$ cat src/rtl/regbus_xcvr.sv
module regbus_xcvr #(
  parameter int W = 8
) (
  input  logic         clk,
  input  logic         rst_n,
  input  logic [W-1:0] a_in,
  input  logic [W-1:0] b_in,
  input  logic         cap_a,
  input  logic         cap_b,
  input  logic         sel_a2b,
  input  logic         sel_b2a,
  input  logic         en_b,
  input  logic         en_a_n,
  output logic [W-1:0] a_out,
  output logic         a_oe,
  output logic [W-1:0] b_out,
  output logic         b_oe
);

  logic [W-1:0] reg_a, reg_b, hold_q;
  logic [W-1:0] a_res, b_res;
  logic         a_drv, b_drv;

  assign a_drv = ~en_a_n;
  assign b_drv = en_b;

  // loop-free resolution; the mutual-live case falls back to the latch
  assign a_res = !a_drv   ? a_in  :
                 sel_b2a  ? reg_b :
                 !b_drv   ? b_in  :
                 sel_a2b  ? reg_a : hold_q;

  assign b_res = !b_drv   ? b_in  :
                 sel_a2b  ? reg_a :
                 !a_drv   ? a_in  :
                 sel_b2a  ? reg_b : hold_q;

  assign a_oe  = a_drv;
  assign b_oe  = b_drv;
  assign a_out = a_drv ? a_res : '0;
  assign b_out = b_drv ? b_res : '0;

  always_ff @(posedge clk or negedge rst_n) begin
    if (!rst_n) begin
      reg_a  <= '0;
      reg_b  <= '0;
      hold_q <= '0;
    end else begin
      hold_q <= a_res;
      if (cap_a) reg_a <= a_res;
      if (cap_b) reg_b <= b_res;
    end
  end

endmodule

$ cat config.mk
export PLATFORM = sky130hd
export DESIGN_NAME = regbus_xcvr
export DESIGN_NICKNAME = d
export VERILOG_FILES = /design/src/rtl/regbus_xcvr.sv
export SDC_FILE = /design/constraint.sdc
export NUM_CORES = 1
export LEC_CHECK = 0
export CORE_MARGIN = 1
export CORE_UTILIZATION = 30
export CTS_BUF_LIST = sky130_fd_sc_hd__clkbuf_8
export DETAILED_ROUTE_END_ITERATION = 10
export GPL_ROUTABILITY_DRIVEN = 0
export GPL_TIMING_DRIVEN = 0
export MAX_ROUTING_LAYER = met4
export SLEW_MARGIN = 20
export SYNTH_ARGS = -nofsm -noshare
export SYNTH_HDL_FRONTEND = slang
export SYNTH_SLANG_ARGS = --single-unit
$ cat constraint.sdc
create_clock -name clk -period 4.03 [get_ports clk]
set_input_delay 1.0075 -clock clk [delete_from_list [all_inputs] [get_ports clk]]
set_output_delay 1.0075 -clock clk [all_outputs]
set_load 0.005 [all_outputs]
==> run summary <==
The first-pass iteration count of the detailed router is 4, and the area fraction of the dominant cell type after synthesis is 37.8%. After synthesis, the mean cell area works out to 8.87 um2. The post-route fraction of the period consumed by the critical path is 96.8%. The count of cells in the finished layout, fillers not included, comes to 292.

The run gives 0 as the number of antenna violations at the first check in global routing. The number of nets in the finished design is 247. In the final layout, the share of cells above drive strength 1 is 14.4%. Measured along the y axis, the die boundary spans 74.8 um. The floorplan step defined a die boundary enclosing 5590 um2. In this run the worst setup path begins at sel_b2a.

Pin placement for this block handled 42 I/O pins. The biggest area contributor in the post-synthesis netlist is sky130_fd_sc_hd__dfrtp_1. Once detail routing completed, the nets flagged for antenna violations numbered 0.

Timing analysis after detailed placement gives a worst setup slack of 0.0438 ns. The final hold violation count was 0; the first-pass GRT wire length was 7580 um. For the worst-skew pair, the clock arrives at the later sink with an insertion delay of 0.27 ns.

Hold repair after CTS inserted 0 buffers. STA classifies the critical path startpoint as an input port. The tools report the total wirelength of the detailed-routed design as 4690 um. After routing, the total negative slack on setup checks comes to 0 ns. For the global routing usage summed across all routing layers, the log shows 19.2%. The via count of the first global-routing pass is 1,533, and the worst-case clock skew is 0.00288 ns. The library cell used most frequently in the layout, excluding fill and tap cells, is sky130_fd_sc_hd__clkdlybuf4s50_1. The number of distinct standard cells referenced by the synthesized netlist was 25; the area of all placed cells without fillers was 2130 um2.

Setup repair after global routing left no endpoint under its margin. Yosys attributes the largest share of cell area to sky130_fd_sc_hd__dfrtp_1 (38%), sky130_fd_sc_hd__nand2b_1 (13%), sky130_fd_sc_hd__nand2_1 (5.7%). In the routed design, unresolved DRC markers number 0. At the worst endpoint, the arrival time is 2.89 ns. The mapped netlist covers 1590 um2. After floorplanning, the core was sized to cover 5110 um2. In this run the most critical hold path is launched from reg_b[7]$_DFFE_PN0P_.

For this run, the number of Yosys warnings is 0. Detailed placement ended at an HPWL of 3220 um. For this configuration, the core starts out at a cell density of 31.1%.

The tools report the core utilization of the finished layout as 41.7%. The logs give 37.8% for the share of synthesized area occupied by flip-flops and latches and 3.02 ns for the worst path required time. The remaining global-route overflow was 0. The flow ran to the end, and the final reports show no timing, DRC or antenna violations.

At the pin with the least slew margin, the transition time is 0.615 ns. The count of input and output buffers is 39. The compound-gate portion of the synthesized area was 27.7%; the total power was 0.668 mW.

The capturing element type of the critical path was an output pin. The largest fanout on the critical path came out at 10. The area growth from synthesis to layout is 34.1%. The startpoint identified for the worst register-to-register timing path is reg_a[7]$_DFFE_PN0P_. The final critical delay including setup and external delays is 3.90 ns, and the worst-case vdd ir drop is 0.200 mV. Power spread over the standard cell area amounts to 314 nW/um2.

In the synthesized netlist, the number of instances is 179. Hold timing on the final database bottoms out at a slack of 0.523 ns. The tool flagged a number of max-cap violations equal to 0. Row generation in the floorplan step produced 26 rows. Counting the fill cells in the layout gives 545.

Measured along the x axis, the die boundary spans 74.8 um. Count of endpoints failing setup in the final report: 0. The number of nets handed over by synthesis was 203.

The class of the most critical hold timing path is reg2reg. For the reported leakage power, the log shows 0.842 nW. The count of vias placed by the detailed router came out at 1,486.

Of the post-synthesis cell area, the part taken by muxes is 6.54%. Category of the critical setup timing path: in2out. The number of clock buffers inserted by TritonCTS came out at 3. Antenna diode count: 0. Using the TritonRoute via totals, the vias-per-cell ratio works out to 5.09. In the layout the commonest cells are sky130_fd_sc_hd__clkdlybuf4s50_1 (36), sky130_fd_sc_hd__nand2b_1 (32), sky130_fd_sc_hd__nand2_1 (24), sky130_fd_sc_hd__dfrtp_1 (24), sky130_fd_sc_hd__nor2_1 (10). The placement-stage cell area is 2060 um2, and the final count of pins violating max slew is 0.

After layout, the worst setup slack is 0.130 ns. For the number of violations reported at the end of detailed-routing iteration 0, the log shows 96. The total of flip-flops plus latches after synthesis came out at 24. Post-detailed-route wirelength per cell: 16.0 um.

Of the total synthesized cell area, the portion taken by AND, OR, NAND and NOR gates is 21.3%. The count of placed standard cells including taps is 288, and the CTS sink count is 24. Main combinational cell family by area after synthesis: compound AO/OA/AOI/OAI gates. The post-synthesis xor/xnor area fraction is 0%, and the largest buffer count on any clock path is 2. The run gives 1 as the level count of the clock H-tree. The tools report the maximum clock rate as 256 MHz. TritonCTS built the clock tree.

The worst max-slew margin expressed relative to the limit was 59.0%. Of the total synthesized cell area, the portion taken by full adders, half adders and majority gates is 0%. The clock transition at the registers of the reported paths is 0.09 ns. CTS placed an instance of sky130_fd_sc_hd__clkbuf_8 at the clock tree root. Entering global routing, the biggest net connects 25 pins.
[area by class of cell]
type	instances	area (um2)	share of cell area, %
Multi-Input combinational cell	139	883	41.5
Sequential cell	24	601	28.2
Timing Repair Buffer	39	390	18.3
Buffer	14	105	4.94
Tap cell	70	87.6	4.11
Clock buffer	4	55.1	2.59
Inverter	2	7.51	0.353
[per-layer routing]
layer / GRT usage [%] / share of wire [%] / up-vias
met5: - / 0 / -
met2: 30.6 / 47 / 48
met4: 4.82 / 0.90 / 0
li1: - / - / 723
met1: 25.3 / 47 / 711
met3: 3.35 / 5.1 / 4
[cells in the mapped netlist (all sizes together)]
master  count
a31oi       8
dfrtp      24
buf        13
o22a        8
clkbuf      1
nand2b     32
nand2      24
nor2       11
mux2        8
and2        1
o221ai      1
a21oi      15
o21a        8
a221oi      4
inv         2
a211oi      3
o211ai      8
mux2i       1
o21ai       7
[where the power goes]
group	internal [mW]	switching, mW	leakage (nW)	total (mW)
combinational	0.113	0.0916	0.539	0.204
sequential	0.272	0.0221	0.274	0.294
clock	0.0874	0.0822	0.0288	0.170
[critical path, stage by stage]
cell and delay [ns]:
sky130_fd_sc_hd__clkdlybuf4s50_1 0.51, sky130_fd_sc_hd__buf_6 0.18, sky130_fd_sc_hd__buf_4 0.21, sky130_fd_sc_hd__clkbuf_4 0.24, sky130_fd_sc_hd__a221oi_1 0.10, sky130_fd_sc_hd__nor2_1 0.13, sky130_fd_sc_hd__clkdlybuf4s50_1 0.51
[path summary, 6_finish.rpt]
path	to	slack (ns)	cells past startpoint
worst max-delay path	a_out[2]	0.13	7
worst min-delay path	reg_b[7]$_DFFE_PN0P_	0.52	1
worst max register to register	reg_a[7]$_DFFE_PN0P_	2.75	4
worst min register to register	reg_b[7]$_DFFE_PN0P_	0.52	1
max in group asynchronous	reg_a[3]$_DFFE_PN0P_	2.93	1
min in group asynchronous	reg_b[6]$_DFFE_PN0P_	0.72	1
[what timing repair did]
item	in CTS	in global routing
setup endpoints to repair	0	9
buffers inserted	0	0
gates resized for setup	0	5
[cells by family after synthesis]
family | after synthesis
AO/OA/AOI/OAI | 62
buffers and inverters | 16
flip-flops | 24
multiplexers | 9
AND/OR/NAND/NOR | 68
[flip-flops by register name, summed over array words and instances, names as in the netlist]
name    flops
hold_q      8
reg_a       8
reg_b       8
(Power assumes the default switching activity.)
